==> src/rtl/addr_unit_pkg.sv <==
package addr_unit_pkg;

    localparam int ADDR_W = 32;
    localparam int NPTR   = 3;
    localparam int STEP_W = 3;

    typedef enum logic [1:0] {
        SPC_DATA   = 2'd0,
        SPC_PERIPH = 2'd1,
        SPC_STACK  = 2'd2,
        SPC_NONE   = 2'd3
    } space_e;

    typedef enum logic [1:0] {
        SZ_BYTE  = 2'd0,
        SZ_SHORT = 2'd1,
        SZ_LONG  = 2'd2,
        SZ_RSVD  = 2'd3
    } size_e;

    typedef enum logic [1:0] {
        STK_PUSH  = 2'd0,
        STK_PULL  = 2'd1,
        STK_STORE = 2'd2,
        STK_LOAD  = 2'd3
    } stack_op_e;

    localparam int PTR_DATA   = 0;
    localparam int PTR_PERIPH = 1;
    localparam int PTR_STACK  = 2;

    // Decoded access: which pointer, how it moves, what the port sees.
    typedef struct packed {
        logic              rd;
        logic              wr;
        logic [1:0]        space;
        logic [1:0]        size;
        logic [NPTR-1:0]   sel;
        logic              move;
        logic              up;
        logic              pre;
        logic [STEP_W-1:0] step;
    } access_t;

    function automatic logic [STEP_W-1:0] step_of(input logic [1:0] sz);
        case (sz)
            SZ_BYTE:  step_of = STEP_W'(1);
            SZ_SHORT: step_of = STEP_W'(2);
            default:  step_of = STEP_W'(4);
        endcase
    endfunction

endpackage

==> src/rtl/au_cmd_decode.sv <==
module au_cmd_decode
    import addr_unit_pkg::*;
(
    input  logic       cmd_valid,
    input  logic [1:0] cmd_space,
    input  logic       cmd_write,
    input  logic [1:0] cmd_size,
    input  logic       cmd_postinc,
    input  logic [1:0] cmd_stack_op,
    output access_t    acc
);

    always_comb begin
        acc = '0;
        if (cmd_valid) begin
            case (space_e'(cmd_space))
                SPC_DATA, SPC_PERIPH: begin
                    acc.space = cmd_space;
                    acc.size  = cmd_size;
                    acc.sel   = (space_e'(cmd_space) == SPC_DATA)
                              ? NPTR'(1 << PTR_DATA) : NPTR'(1 << PTR_PERIPH);
                    acc.rd    = !cmd_write;
                    acc.wr    = cmd_write;
                    acc.move  = cmd_postinc;
                    acc.up    = 1'b1;
                    acc.step  = step_of(cmd_size);
                end
                SPC_STACK: begin
                    acc.space = cmd_space;
                    acc.size  = SZ_LONG;
                    acc.sel   = NPTR'(1 << PTR_STACK);
                    acc.step  = step_of(SZ_LONG);
                    case (stack_op_e'(cmd_stack_op))
                        STK_PUSH: begin
                            acc.wr   = 1'b1;
                            acc.move = 1'b1;
                            acc.up   = 1'b1;
                        end
                        STK_PULL: begin
                            acc.rd   = 1'b1;
                            acc.move = 1'b1;
                            acc.pre  = 1'b1;
                        end
                        STK_STORE: acc.wr = 1'b1;
                        default:   acc.rd = 1'b1;
                    endcase
                end
                default: acc = '0;
            endcase
        end
    end

    // one pointer at most, one strobe at most
    always_comb begin
        a_r10_one_pointer: assert ($onehot0(acc.sel));
        a_r10_one_strobe:  assert (!(acc.rd && acc.wr));
    end

endmodule

==> src/rtl/au_pointer.sv <==
module au_pointer
    import addr_unit_pkg::*;
#(
    parameter int W  = ADDR_W,
    parameter int SW = STEP_W
) (
    input  logic          clk,
    input  logic          rst_n,
    input  logic          load_en,
    input  logic [W-1:0]  load_val,
    input  logic          step_en,
    input  logic          step_up,
    input  logic [SW-1:0] step_amt,
    output logic [W-1:0]  ptr
);

    typedef struct packed {
        logic [W-1:0] value;
    } ptr_state_t;

    ptr_state_t st_d, st_q;

    always_comb begin
        st_d = st_q;
        if (load_en) begin
            st_d.value = load_val;
        end else if (step_en) begin
            st_d.value = step_up ? st_q.value + W'(step_amt)
                                 : st_q.value - W'(step_amt);
        end
    end

    always_ff @(posedge clk or negedge rst_n) begin
        if (!rst_n) st_q <= '0;
        else        st_q <= st_d;
    end

    assign ptr = st_q.value;

    // a load wins over any concurrent step
    a_r9_load_wins: assert property (@(posedge clk) disable iff (!rst_n)
        load_en |=> ptr == $past(load_val));

    // upward step adds the amount, wrapping
    a_r4_step_up: assert property (@(posedge clk) disable iff (!rst_n)
        (step_en && step_up && !load_en) |=> ptr == W'($past(ptr) + W'($past(step_amt))));

    // downward step subtracts the amount
    a_r7_step_down: assert property (@(posedge clk) disable iff (!rst_n)
        (step_en && !step_up && !load_en) |=> ptr == W'($past(ptr) - W'($past(step_amt))));

    // nothing requested, nothing moves
    a_r5_hold: assert property (@(posedge clk) disable iff (!rst_n)
        (!step_en && !load_en) |=> $stable(ptr));

endmodule

==> src/rtl/addr_unit.sv <==
module addr_unit
    import addr_unit_pkg::*;
(
    input  logic              clk,
    input  logic              rst_n,
    input  logic              cmd_valid,
    input  logic [1:0]        cmd_space,
    input  logic              cmd_write,
    input  logic [1:0]        cmd_size,
    input  logic              cmd_postinc,
    input  logic [1:0]        cmd_stack_op,
    input  logic [NPTR-1:0]   ld_en,
    input  logic [ADDR_W-1:0] ld_value,
    output logic [ADDR_W-1:0] mem_addr,
    output logic [1:0]        mem_space,
    output logic [1:0]        mem_size,
    output logic              mem_rd,
    output logic              mem_wr,
    output logic [ADDR_W-1:0] ptr_data,
    output logic [ADDR_W-1:0] ptr_periph,
    output logic [ADDR_W-1:0] ptr_stack
);

    access_t           acc;
    logic [ADDR_W-1:0] ptr_q [NPTR];
    logic [ADDR_W-1:0] base;

    au_cmd_decode u_dec (
        .cmd_valid    (cmd_valid),
        .cmd_space    (cmd_space),
        .cmd_write    (cmd_write),
        .cmd_size     (cmd_size),
        .cmd_postinc  (cmd_postinc),
        .cmd_stack_op (cmd_stack_op),
        .acc          (acc)
    );

    for (genvar i = 0; i < NPTR; i++) begin : g_ptr
        au_pointer #(.W(ADDR_W), .SW(STEP_W)) u_ptr (
            .clk      (clk),
            .rst_n    (rst_n),
            .load_en  (ld_en[i]),
            .load_val (ld_value),
            .step_en  (acc.move && acc.sel[i]),
            .step_up  (acc.up),
            .step_amt (acc.step),
            .ptr      (ptr_q[i])
        );
    end

    always_comb begin
        base = '0;
        for (int i = 0; i < NPTR; i++) begin
            if (acc.sel[i]) base = ptr_q[i];
        end
    end

    assign mem_addr   = acc.pre ? base - ADDR_W'(acc.step) : base;
    assign mem_space  = acc.space;
    assign mem_size   = acc.size;
    assign mem_rd     = acc.rd;
    assign mem_wr     = acc.wr;
    assign ptr_data   = ptr_q[PTR_DATA];
    assign ptr_periph = ptr_q[PTR_PERIPH];
    assign ptr_stack  = ptr_q[PTR_STACK];

    // a push writes a long at the present stack pointer
    a_r6_push_addr: assert property (@(posedge clk) disable iff (!rst_n)
        (cmd_valid && cmd_space == SPC_STACK && cmd_stack_op == STK_PUSH)
        |-> (mem_wr && mem_addr == ptr_stack && mem_size == SZ_LONG));

    // a pull reads where the stack pointer lands afterwards
    a_r7_pull_addr: assert property (@(posedge clk) disable iff (!rst_n)
        (cmd_valid && cmd_space == SPC_STACK && cmd_stack_op == STK_PULL && !ld_en[PTR_STACK])
        |=> ptr_stack == $past(mem_addr));

    // a data access is addressed by the data pointer
    a_r2_data_addr: assert property (@(posedge clk) disable iff (!rst_n)
        (cmd_valid && cmd_space == SPC_DATA) |-> mem_addr == ptr_data);

    // no command, no strobe
    a_r10_idle: assert property (@(posedge clk) disable iff (!rst_n)
        !cmd_valid |-> !(mem_rd || mem_wr));

endmodule

==> config.mk <==
export PLATFORM = sky130hd
export DESIGN_NAME = addr_unit
export DESIGN_NICKNAME = d
export VERILOG_FILES = /design/src/rtl/addr_unit_pkg.sv /design/src/rtl/au_cmd_decode.sv /design/src/rtl/au_pointer.sv /design/src/rtl/addr_unit.sv
export SDC_FILE = /design/constraint.sdc
export NUM_CORES = 1
export LEC_CHECK = 0
export ABC_AREA = 1
export BUFFER_PORTS_ARGS = -buffer_cell sky130_fd_sc_hd__clkbuf_2
export CORE_UTILIZATION = 35
export DETAILED_ROUTE_END_ITERATION = 10
export REMOVE_ABC_BUFFERS = 1
export SYNTH_ARGS = -nofsm -noshare
export SYNTH_HDL_FRONTEND = slang
export SYNTH_HIERARCHICAL = 1
export SYNTH_SLANG_ARGS = --single-unit
export TNS_END_PERCENT = 20
==> constraint.sdc <==
create_clock -name clk -period 2.7 [get_ports clk]
set_input_delay 0.27 -clock clk [delete_from_list [all_inputs] [get_ports clk]]
set_output_delay 0.27 -clock clk [all_outputs]
set_load 0.01 [all_outputs]
==> flow_summary.yaml, run 1 <==
synthesis:
  synthCells: 2360
  syn_area_per_cell_um2: 5.72
  yosysWarnings: 6
  netlist_area_um2: 13500
  ys_types: 44
  synth_top_flop_cell: "dfrtp_1"
  async_reset_ff_share_pct: 100
  ys_seq_elements: 96
  synth_edf_count: 0
  synth-seq-area-share_pct: 17.8
global_route:
  grt_pass1_wl_um: 84300
  antenna_found_initial: 0
  gr-usage-all-layers_pct: 28.0
  grt_overflow: 0
  grt_max_degree: 45
  grt_pass1_vias: 15800
setup_path:
  critPathMaxFanout: 4
  slowest_stage: "dfrtp_1"
  worstPathBufferInverterCount: 3
  cp-end-kind: "primary output"
  r2r-end: "g_ptr[0].u_ptr/ptr[22]$_DFFE_PN0P_"
  crit_arrival_ns: 2.81
  critical_path_class: "reg -> out"
  reg2reg_depth: 15
  critPathRequiredTime_ns: 2.43
  cp_top_family: "simple AND/OR/NAND/NOR gates"
  reg2reg_from: "g_ptr[0].u_ptr/ptr[0]$_DFFE_PN0P_"
  cp-start-kind: "flip-flop"
  critPathMaxStageDelay_ns: 0.44
  crit_chain: "a22oi_2, a21oi_4, ha_4, a21oi_2, nand2_1, nor2_2, inv_1, nor2_2, nand3_2, nor2_4, buf_12, nand2_1, nand2_1, nand2_1, buf_2"
  cp_common_cell: "nand2_1"
  r2r_slack_ns: 0.47
clock_network:
  clk_latency_ns: 0.38
  cts_root_buffer: "clkbuf_16"
  cts.sinks: 96
  path_clk_slew_ns: 0.07
  cts_inserted_buffers: 9
  clockBufferDepth: 2
  htreeDepth: 3
  cts_tree: "done"
drt:
  wl_per_cell_um: 17.1
  drc: 0
  vias: 16800
  drt-total-wl_um: 57400
  drt_iter0_markers: 927
  detail-route-antenna-nets: 0
  vias_per_cell: 5.02
  drt_pass1_iterations: 5
hold_path:
  hold_path_end: "g_ptr[0].u_ptr/ptr[0]$_DFFE_PN0P_"
  holdCritStartpoint: "ld_en[0]"
  hold_class: "in -> reg"
  hold_depth: 3
run_status:
  violations: "setup timing"
  status: "complete, but fails checks"
sta:
  rsz0062_at_grt: "yes"
  fin_setup_tns_ns: -9.55
  hold_viol_final: 0
  finalSetupViolations: 66
  period_minus_slack_ns: 3.08
  period_share_pct: 114
  relSlewSlack_pct: 65.8
  skew_ns: 0.00954
  tightest_slew_ns: 0.513
  fmax_ghz: 0.325
  setup_ws_ns: -0.378
  slew_viol_final: 0
finish:
  largest_reg_flops: 96
  drive_gt1_share_pct: 34.3
  layout_common_cells: "790 x nand2_1, 383 x inv_1, 287 x buf_4"
  antennaDiodeCount: 0
  nNetsFinal: 2985
  fillers: 3626
  final_common_cell: "nand2_1"
  area_growth_syn_to_layout_pct: 48.3
  layout.cells.non_filler: 3348
  seq_area_um2: 2400
  multiInputGateArea_um2: 11400
floorplan:
  fp-row-count: 71
  die_x_um: 198
  ios: 180
  die_area_um2: 39300
  core-area_um2: 37800
  initial_core_util_pct: 35.7
  die_h_um: 198
placed_design:
  port_buffers: 179
  dpl.hpwl_um: 45800
  placed_cells: 3282
  gp_congestion: 1.01
power_and_ir_drop:
  power_density_nw_per_um2: 417
  leakagePower_uw: 0.0109
  vdd_drop_max_mv: 0.262
  total_power_uw: 8330
run:
  cap_violations: 0
layer usage:
layer  part of all wire, %  vias to the layer above  global-route usage (%)
met4                   3.8                        0                    10.7
met5                     0                        -                       0
met1                    42                     7841                    36.2
li1                      -                     8367                       -
met3                   5.6                      114                    2.27
met2                    48                      500                    48.2
final cells by class:
cell class              instances  share of cell area (%)
clock buffers                  11                    1.26
clock inverters                 5                   0.394
inverters                     413                    7.83
multi-input cells            1807                    57.1
flip-flops and latches         96                    12.0
well taps                     511                    3.20
repair buffers                505                    18.2
cells by family (layout without fill, tap and decap cells):
kind of cell	after synthesis	after routing	share of synthesized area (%)
simple gates	1381	1381	43.3
xor+xnor	48	48	3.17
fa+ha+maj	107	107	10.1
buf+inv	457	934	13.3
mux	1	1	0.0742
flops	96	96	17.8
compound gates	270	270	12.2
worst register-to-register path, stage by stage (launching register included):
cell     delay (ns)
dfrtp_1        0.43
buf_4          0.16
ha_1           0.19
inv_1          0.07
fa_1           0.38
inv_1          0.09
buf_4          0.12
nand2_1        0.05
nand3_1        0.10
nand2_1        0.08
nand2_2        0.13
nand2_1        0.09
nand2_1        0.06
nand2_1        0.05
nand3_1        0.06
nand2_1        0.05
what timing repair did:
item,CTS,global route
hold endpoints to repair,29,0
pin swaps,14,94
cloned,0,2
hold buffers,1,0
setup buffers,1,46
endpoints found under the setup margin,31,111
gates resized for setup,45,473
metrics by stage:
step / setup WS, ns / util [%] / area, um2 / hold WS (ns)
5_1_grt: -0.484 / 53.0 / 20000 / 0.241
6_report: -0.378 / 53.0 / 20000 / 0.196
3_3_place_gp: -0.356 / 45.0 / 17000 / 0.262
2_1_floorplan: -1.86 / - / 13200 / -0.0256
4_1_cts: -0.270 / 46.5 / 17500 / 0.189
3_5_place_dp: -0.405 / 45.0 / 17000 / 0.266
where the power goes:
| part | switching, uW | total (uW) | internal, uW |
|---|---|---|---|
| registers | 322 | 1900 | 1570 |
| clock network | 634 | 1500 | 862 |
| logic | 2750 | 4940 | 2200 |
synth_stat cells, types with 8 or more instances:
master      n  area share [%]
a21oi_1   106             3.9
a22oi_1    78             4.3
buf_2      17            0.63
clkbuf_1   16            0.45
dfrtp_1    96              18
ha_1      103             9.6
inv_1     405              11
nand2_1   894              25
nand2_2    34             1.6
nand3_1   176             6.5
nand3b_1    9            0.50
nand4_1    11            0.51
nor2_1    187             5.2
nor2_2     18            0.83
nor2_4     11            0.92
nor3_1      9            0.33
o211ai_1   12            0.67
o21ai_0    40             1.5
o21ai_1    13            0.48
o21bai_1    8            0.45
xnor2_1    40             2.6
worst max path at each step:
stage | startpoint | endpoint | cells past startpoint
2_1_floorplan | cmd_space[1] | mem_addr[12] | 17
3_3_place_gp | cmd_space[1] | g_ptr[0].u_ptr/ptr[28]$_DFFE_PN0P_ | 21
3_5_place_dp | cmd_space[1] | g_ptr[2].u_ptr/ptr[25]$_DFFE_PN0P_ | 21
4_1_cts | g_ptr[0].u_ptr/ptr[0]$_DFFE_PN0P_ | mem_addr[30] | 16
5_1_grt | cmd_space[0] | mem_addr[31] | 20
6_report | g_ptr[1].u_ptr/ptr[2]$_DFFE_PN0P_ | mem_addr[31] | 15
No activity file was read; power rests on OpenSTA's default activity.
==> inputs of run 2 (changes only) <==
==> constraint.sdc (replaced) <==
create_clock -name clk -period 2.7 [get_ports clk]
set_input_delay 0.54 -clock clk [delete_from_list [all_inputs] [get_ports clk]]
set_output_delay 0.54 -clock clk [all_outputs]
set_load 0.01 [all_outputs]
==> run 2 against run 1 <==
  * The flow still finishes with violations (setup timing)
  * Worst setup slack lost 0.40 ns
  * Clock-buffer cell count grew 3
  * Final cell count grew 0.36%
  * Via count shrank 1.6%
  * Largest power group unchanged
  * Clock power shrank 8%
==> flow_summary.yaml, run 2 (synthesis results as in run 1) <==
clock_network:
  path_clk_slew_ns: 0.07
  clk_latency_ns: 0.36
  cts_tree: "done"
  clockBufferDepth: 2
  htreeDepth: 3
  cts_inserted_buffers: 9
  cts.sinks: 96
  cts_root_buffer: "clkbuf_16"
  ctsHoldBuffers: 0
finish:
  largest_reg_flops: 96
  fin_util_pct: 50.9
  antennaDiodeCount: 0
  area_growth_syn_to_layout_pct: 42.4
  drive_gt1_share_pct: 30.3
  final_common_cell: "nand2_1"
  nNetsFinal: 2997
  layout_common_cells: "833 x nand2_1, 397 x inv_1, 312 x buf_4"
floorplan:
  ios: 180
  die_area_um2: 39300
  core-area_um2: 37800
  fp-row-count: 71
  die_x_um: 198
  die_h_um: 198
  initial_core_util_pct: 35.7
drt:
  drc: 0
  detail-route-antenna-nets: 0
  drt_pass1_iterations: 5
  drt-total-wl_um: 56800
  drt_iter0_markers: 1084
  vias: 16600
  wl_per_cell_um: 16.9
  vias_per_cell: 4.93
sta:
  relSlewSlack_pct: 66.4
  fin_setup_tns_ns: -38.34
  fmax_ghz: 0.288
  period_share_pct: 129
  hold_viol_final: 0
  period_minus_slack_ns: 3.47
  skew_ns: 0.0121
  tightest_slew_ns: 0.503
  finalSetupViolations: 115
  rsz0062_at_grt: "yes"
  slew_viol_final: 0
  hold_ws_ns: 0.107
  setup_ws_ns: -0.774
setup_path:
  cp_top_family: "simple AND/OR/NAND/NOR gates"
  crit_chain: "buf_8, inv_4, nand2_4, nor2_4, inv_2, nor2_4, a22oi_2, a21oi_2, ha_1, a21oi_1, nand2_1, nor2_2, inv_1, nor2_2, nand3_2, nor2_4, buf_12, nand2_4, nand2_2, nand2_2, buf_6"
  cp_common_cell: "nor2_4"
  critPathRequiredTime_ns: 2.16
  crit_arrival_ns: 2.93
  worstPathBufferInverterCount: 6
  critPathMaxFanout: 4
  critical_path_class: "in -> out"
  critPathMaxStageDelay_ns: 0.28
  cp-start-kind: "primary input"
  cp-end-kind: "primary output"
  slowest_stage: "ha_1"
power_and_ir_drop:
  leakagePower_uw: 0.0109
  power_frac_comb_pct: 59.0
  vdd_drop_max_mv: 0.343
  net-switching-power_uw: 3480
  power.share.switching_pct: 44.3
  p_int_uw: 4370
  power_density_nw_per_um2: 408
  power_frac_clock_pct: 17.6
  pwr-share-seq_pct: 23.4
global_route:
  grt_pass1_vias: 16200
  grt_max_degree: 41
  antenna_found_initial: 0
  grt_overflow: 0
  gr-usage-all-layers_pct: 29.0
  grt_pass1_wl_um: 87500
run:
  cap_violations: 0
placed_design:
  port_buffers: 179
  gp_congestion: 0.970
  dpl.hpwl_um: 47600
run_status:
  violations: "setup timing"
  status: "complete, but fails checks"
hold_path:
  hold_class: "in -> async"
==> run 2: changes by cell type in the layout (fill, tap and decap cells not counted), sizes merged <==
cell,delta
clkinvlp,+1
clkbuf,-9
bufinv,-1
dlygate4sd3,-1
clkinv,-3
bufbuf,+1
buf,+24
==> run 2: path summary, 6_finish.rpt <==
| path | startpoint | end | slack, ns | cells after the start |
|---|---|---|---|---|
| setup / recovery | cmd_space[1] | mem_addr[31] | -0.77 | 21 |
| hold / removal | rst_n | g_ptr[0].u_ptr/ptr[0]$_DFFE_PN0P_ | 0.11 | 1 |
| setup reg to reg | g_ptr[0].u_ptr/ptr[0]$_DFFE_PN0P_ | g_ptr[0].u_ptr/ptr[30]$_DFFE_PN0P_ | 0.50 | 15 |
| hold reg to reg | g_ptr[2].u_ptr/ptr[12]$_DFFE_PN0P_ | g_ptr[2].u_ptr/ptr[12]$_DFFE_PN0P_ | 0.61 | 2 |
| max in group asynchronous | rst_n | g_ptr[1].u_ptr/ptr[25]$_DFFE_PN0P_ | 1.79 | 2 |
| min in group clk | ld_value[0] | g_ptr[0].u_ptr/ptr[0]$_DFFE_PN0P_ | 0.52 | 3 |
==> run 2: per-layer routing <==
layer  vias up  track usage (%)  part of all wire (%)
li1       8384                -                     -
met1      7643             37.3                    44
met2       437             49.6                    47
met3        90             3.12                   5.8
met4         0             10.7                   3.5
met5         -                0                     0
==> run 2: per-stage QoR <==
step | instance area (um2) | total power, uW | worst slack (ns) | cells
after floorplan | 13200 | 4010 | -2.40 | 2316
after global placement | 17300 | 5900 | -0.937 | 3324
after detailed placement | 17300 | 5940 | -0.964 | 3324
after CTS | 18400 | 7560 | -0.669 | 3349
after global routing | 19200 | 8400 | -0.899 | 3360
final | 19200 | 7850 | -0.774 | 3360
==> run 2: layout make-up <==
class / instances / area, um2
Fill cell: 3925 / 18500
Multi-Input combinational cell: 1807 / 10500
Timing Repair Buffer: 517 / 3790
Sequential cell: 96 / 2400
Inverter: 413 / 1560
Tap cell: 511 / 639
Clock buffer: 14 / 264
Clock inverter: 2 / 37.5
==> run 2: power by group through the flow <==
stage	combinational [uW]	sequential (uW)	clock [uW]
2_1_floorplan	2210	1800	0
3_3_place_gp	4060	1840	0
6_report	4630	1830	1380
4_1_cts	4340	1810	1410
5_1_grt	5110	1840	1450
3_5_place_dp	4100	1840	0
==> run 2: what timing repair did <==
item	in CTS	in global routing
gates cloned	1	0
buffers inserted	8	15
setup endpoints to repair	118	121
pin swaps	46	56
resized for setup	149	203
==> run 2: worst reg2reg max path, stage by stage, from the launching register on <==
cell and delay, ns:
dfrtp_1 0.43, buf_4 0.16, ha_1 0.19, inv_1 0.07, fa_1 0.38, inv_1 0.08, buf_4 0.12, nand2_1 0.06
nand3_2 0.07, nand2_1 0.06, nand2_2 0.13, nand2_1 0.10, nand2_1 0.07, nand2_1 0.04, nand3_1 0.08, nand2_1 0.05
==> inputs of run 3 (changes only) <==
--- a/config.mk
+++ b/config.mk
@@ -12,6 +12,5 @@
 export REMOVE_ABC_BUFFERS = 1
 export SYNTH_ARGS = -nofsm -noshare
 export SYNTH_HDL_FRONTEND = slang
-export SYNTH_HIERARCHICAL = 1
 export SYNTH_SLANG_ARGS = --single-unit
 export TNS_END_PERCENT = 20
==> run 3 against run 2 <==
  * Sequential share of layout area decreased by 0.22 points
  * Design area increased by 1.8%
  * The run still ends with setup timing left
  * Register-to-register slack worse by 0.12 ns
  * Hold slack improved by 0.0037 ns
  * Utilization is 2.7 points higher
  * Clock-buffer cell count fell by 3
  * Clock power about the same
==> flow_summary.yaml, run 3 <==
run_status:
  status: "complete, but fails checks"
  violations: "setup timing"
setup_path:
  critical_path_class: "in -> out"
  critPathRequiredTime_ns: 2.16
  cp-start-kind: "primary input"
  critPathMaxFanout: 3
  r2r_slack_ns: 0.38
  reg2reg_from: "g_ptr[2].u_ptr.ptr[0]$_DFFE_PN0P_"
  cp-end-kind: "primary output"
  crit_arrival_ns: 3.08
  startpoint: "cmd_valid"
synthesis:
  async_reset_ff_share_pct: 100
  netlist_area_um2: 12900
  synthCells: 2332
  synth.most_common_cell: "nand2_1"
  ys_types: 43
  yosysWarnings: 0
  synth_edf_count: 0
  synth-seq-area-share_pct: 18.6
  yosysTopAreaCell: "nand2_1"
  synth_area_leaders: "nand2_1 23%, dfrtp_1 19%, inv_1 13%, nand3_1 9.2%, nor2_1 7.1%"
  netlist.area_leader.share_pct: 23.0
  ys_seq_elements: 96
  synth_top_flop_cell: "dfrtp_1"
  syn_area_per_cell_um2: 5.55
  netlist_top_cells_count: "792 x nand2_1, 434 x inv_1, 244 x nor2_1"
sta:
  period_share_pct: 134
  period_minus_slack_ns: 3.62
  skew_ns: 0.0116
  rsz0062_at_grt: "yes"
  finalSetupViolations: 114
  fmax_ghz: 0.276
  tightest_slew_ns: 0.708
  hold_viol_final: 0
  relSlewSlack_pct: 52.8
  setup_ws_ns: -0.920
  slew_viol_final: 0
hold_path:
  hold_class: "in -> async"
placed_design:
  port_buffers: 179
  dpl.hpwl_um: 50100
  place_ws_ns: -1.23
  gp_congestion: 0.999
clock_network:
  ctsHoldBuffers: 0
  clk_latency_ns: 0.39
  cts_root_buffer: "clkbuf_16"
  cts_tree: "done"
  htreeDepth: 3
  cts.sinks: 96
  clockBufferDepth: 2
  cts_inserted_buffers: 9
  path_clk_slew_ns: 0.07
finish:
  fin_util_pct: 53.6
  drive_gt1_share_pct: 32.1
  nNetsFinal: 3048
  area_growth_syn_to_layout_pct: 51.1
  antennaDiodeCount: 0
  layout_common_cells: "729 x nand2_1, 440 x buf_4, 419 x inv_1"
  largest_reg_flops: 96
  final_common_cell: "nand2_1"
drt:
  vias_per_cell: 5.16
  drt_iter0_markers: 1298
  wl_per_cell_um: 18.3
  vias: 17600
  detail-route-antenna-nets: 0
  drt-total-wl_um: 62500
  drc: 0
  drt_pass1_iterations: 5
floorplan:
  fp-row-count: 70
  ios: 180
  core-area_um2: 36500
  die_area_um2: 37800
  die_h_um: 194
  die_x_um: 194
  initial_core_util_pct: 35.4
global_route:
  gr-usage-all-layers_pct: 32.6
  antenna_found_initial: 0
  grt_max_degree: 42
  grt_pass1_wl_um: 94400
  grt_overflow: 0
  grt_pass1_vias: 17200
power_and_ir_drop:
  vdd_drop_max_mv: 0.363
  total_power_uw: 8030
  power_density_nw_per_um2: 411
  leakagePower_uw: 0.0112
run:
  cap_violations: 0
[run 3: per-layer routing]
metal	global-route usage [%]	routed length (um)
met2	53.8	28900
met4	12.8	2280
met5	0	0
met1	42.3	26200
met3	5.45	5100
[run 3: final timing paths]
check / cells after the start / to
worst max-delay path: 22 / mem_addr[20]
worst min-delay path: 1 / g_ptr[1].u_ptr.ptr[31]$_DFFE_PN0P_
worst max register to register: 14 / g_ptr[2].u_ptr.ptr[16]$_DFFE_PN0P_
worst min register to register: 2 / g_ptr[0].u_ptr.ptr[20]$_DFFE_PN0P_
max in group asynchronous: 2 / g_ptr[1].u_ptr.ptr[6]$_DFFE_PN0P_
min in group clk: 3 / g_ptr[1].u_ptr.ptr[1]$_DFFE_PN0P_
[run 3: area by class of cell]
cell class / instances / area [um2]
fillers: 3789 / 17000
multi-input cells: 1740 / 9920
repair buffers: 646 / 4660
flip-flops and latches: 96 / 2400
inverters: 449 / 1700
well taps: 468 / 586
clock buffers: 11 / 253
clock inverters: 4 / 30.0
[run 3: cells by family after synthesis]
group                    count (synthesis)  share of synthesized area [%]
buffers and inverters                  496                           15.0
AO/OA/AOI/OAI                          255                           12.0
AND/OR/NAND/NOR                       1368                           44.5
adder cells (fa/ha/maj)                 60                           6.03
multiplexers                             1                         0.0773
flip-flops                              96                           18.6
XOR/XNOR                                56                           3.79
[run 3: per-stage QoR]
stage | cell area [um2] | setup TNS [ns] | hold WS (ns) | std cells
after floorplan | 12700 | -68.20 | 0.244 | 2285
after global placement | 17600 | -100.61 | 0.520 | 3374
after detailed placement | 17600 | -107.44 | 0.521 | 3374
after CTS | 18800 | -52.57 | 0.108 | 3404
after global routing | 19600 | -59.11 | 0.123 | 3414
final | 19600 | -42.45 | 0.111 | 3414
[run 3: timing repair]
item | CTS | global route
pin swaps | 37 | 54
setup buffers | 15 | 14
gates resized for setup | 179 | 193
hold endpoints to repair | 0 | 0
endpoints found under the setup margin | 115 | 123
[run 3: where the power goes]
| group | switching (uW) | total [uW] | internal [uW] | leakage (uW) |
|---|---|---|---|---|
| clock | 705 | 1380 | 675 | 0.000138 |
| combinational | 2790 | 4870 | 2080 | 0.00991 |
| sequential | 195 | 1780 | 1590 | 0.00117 |
| total | 3690 | 8030 | 4340 | 0.0112 |
[run 3: critical path: stages]
cell and delay [ns]:
buf_8 0.10, inv_4 0.06, nor2_4 0.04, buf_4 0.12
nand3_1 0.07, nand3_2 0.10, o21ai_4 0.09, ha_4 0.16
inv_4 0.04, fa_2 0.36, nand2_2 0.10, nand2_2 0.05
nor3_2 0.11, buf_4 0.16, nand2_4 0.06, nor2_2 0.12
nand3_1 0.09, nor2_1 0.10, buf_4 0.15, buf_6 0.10
xor2_2 0.17, buf_2 0.17
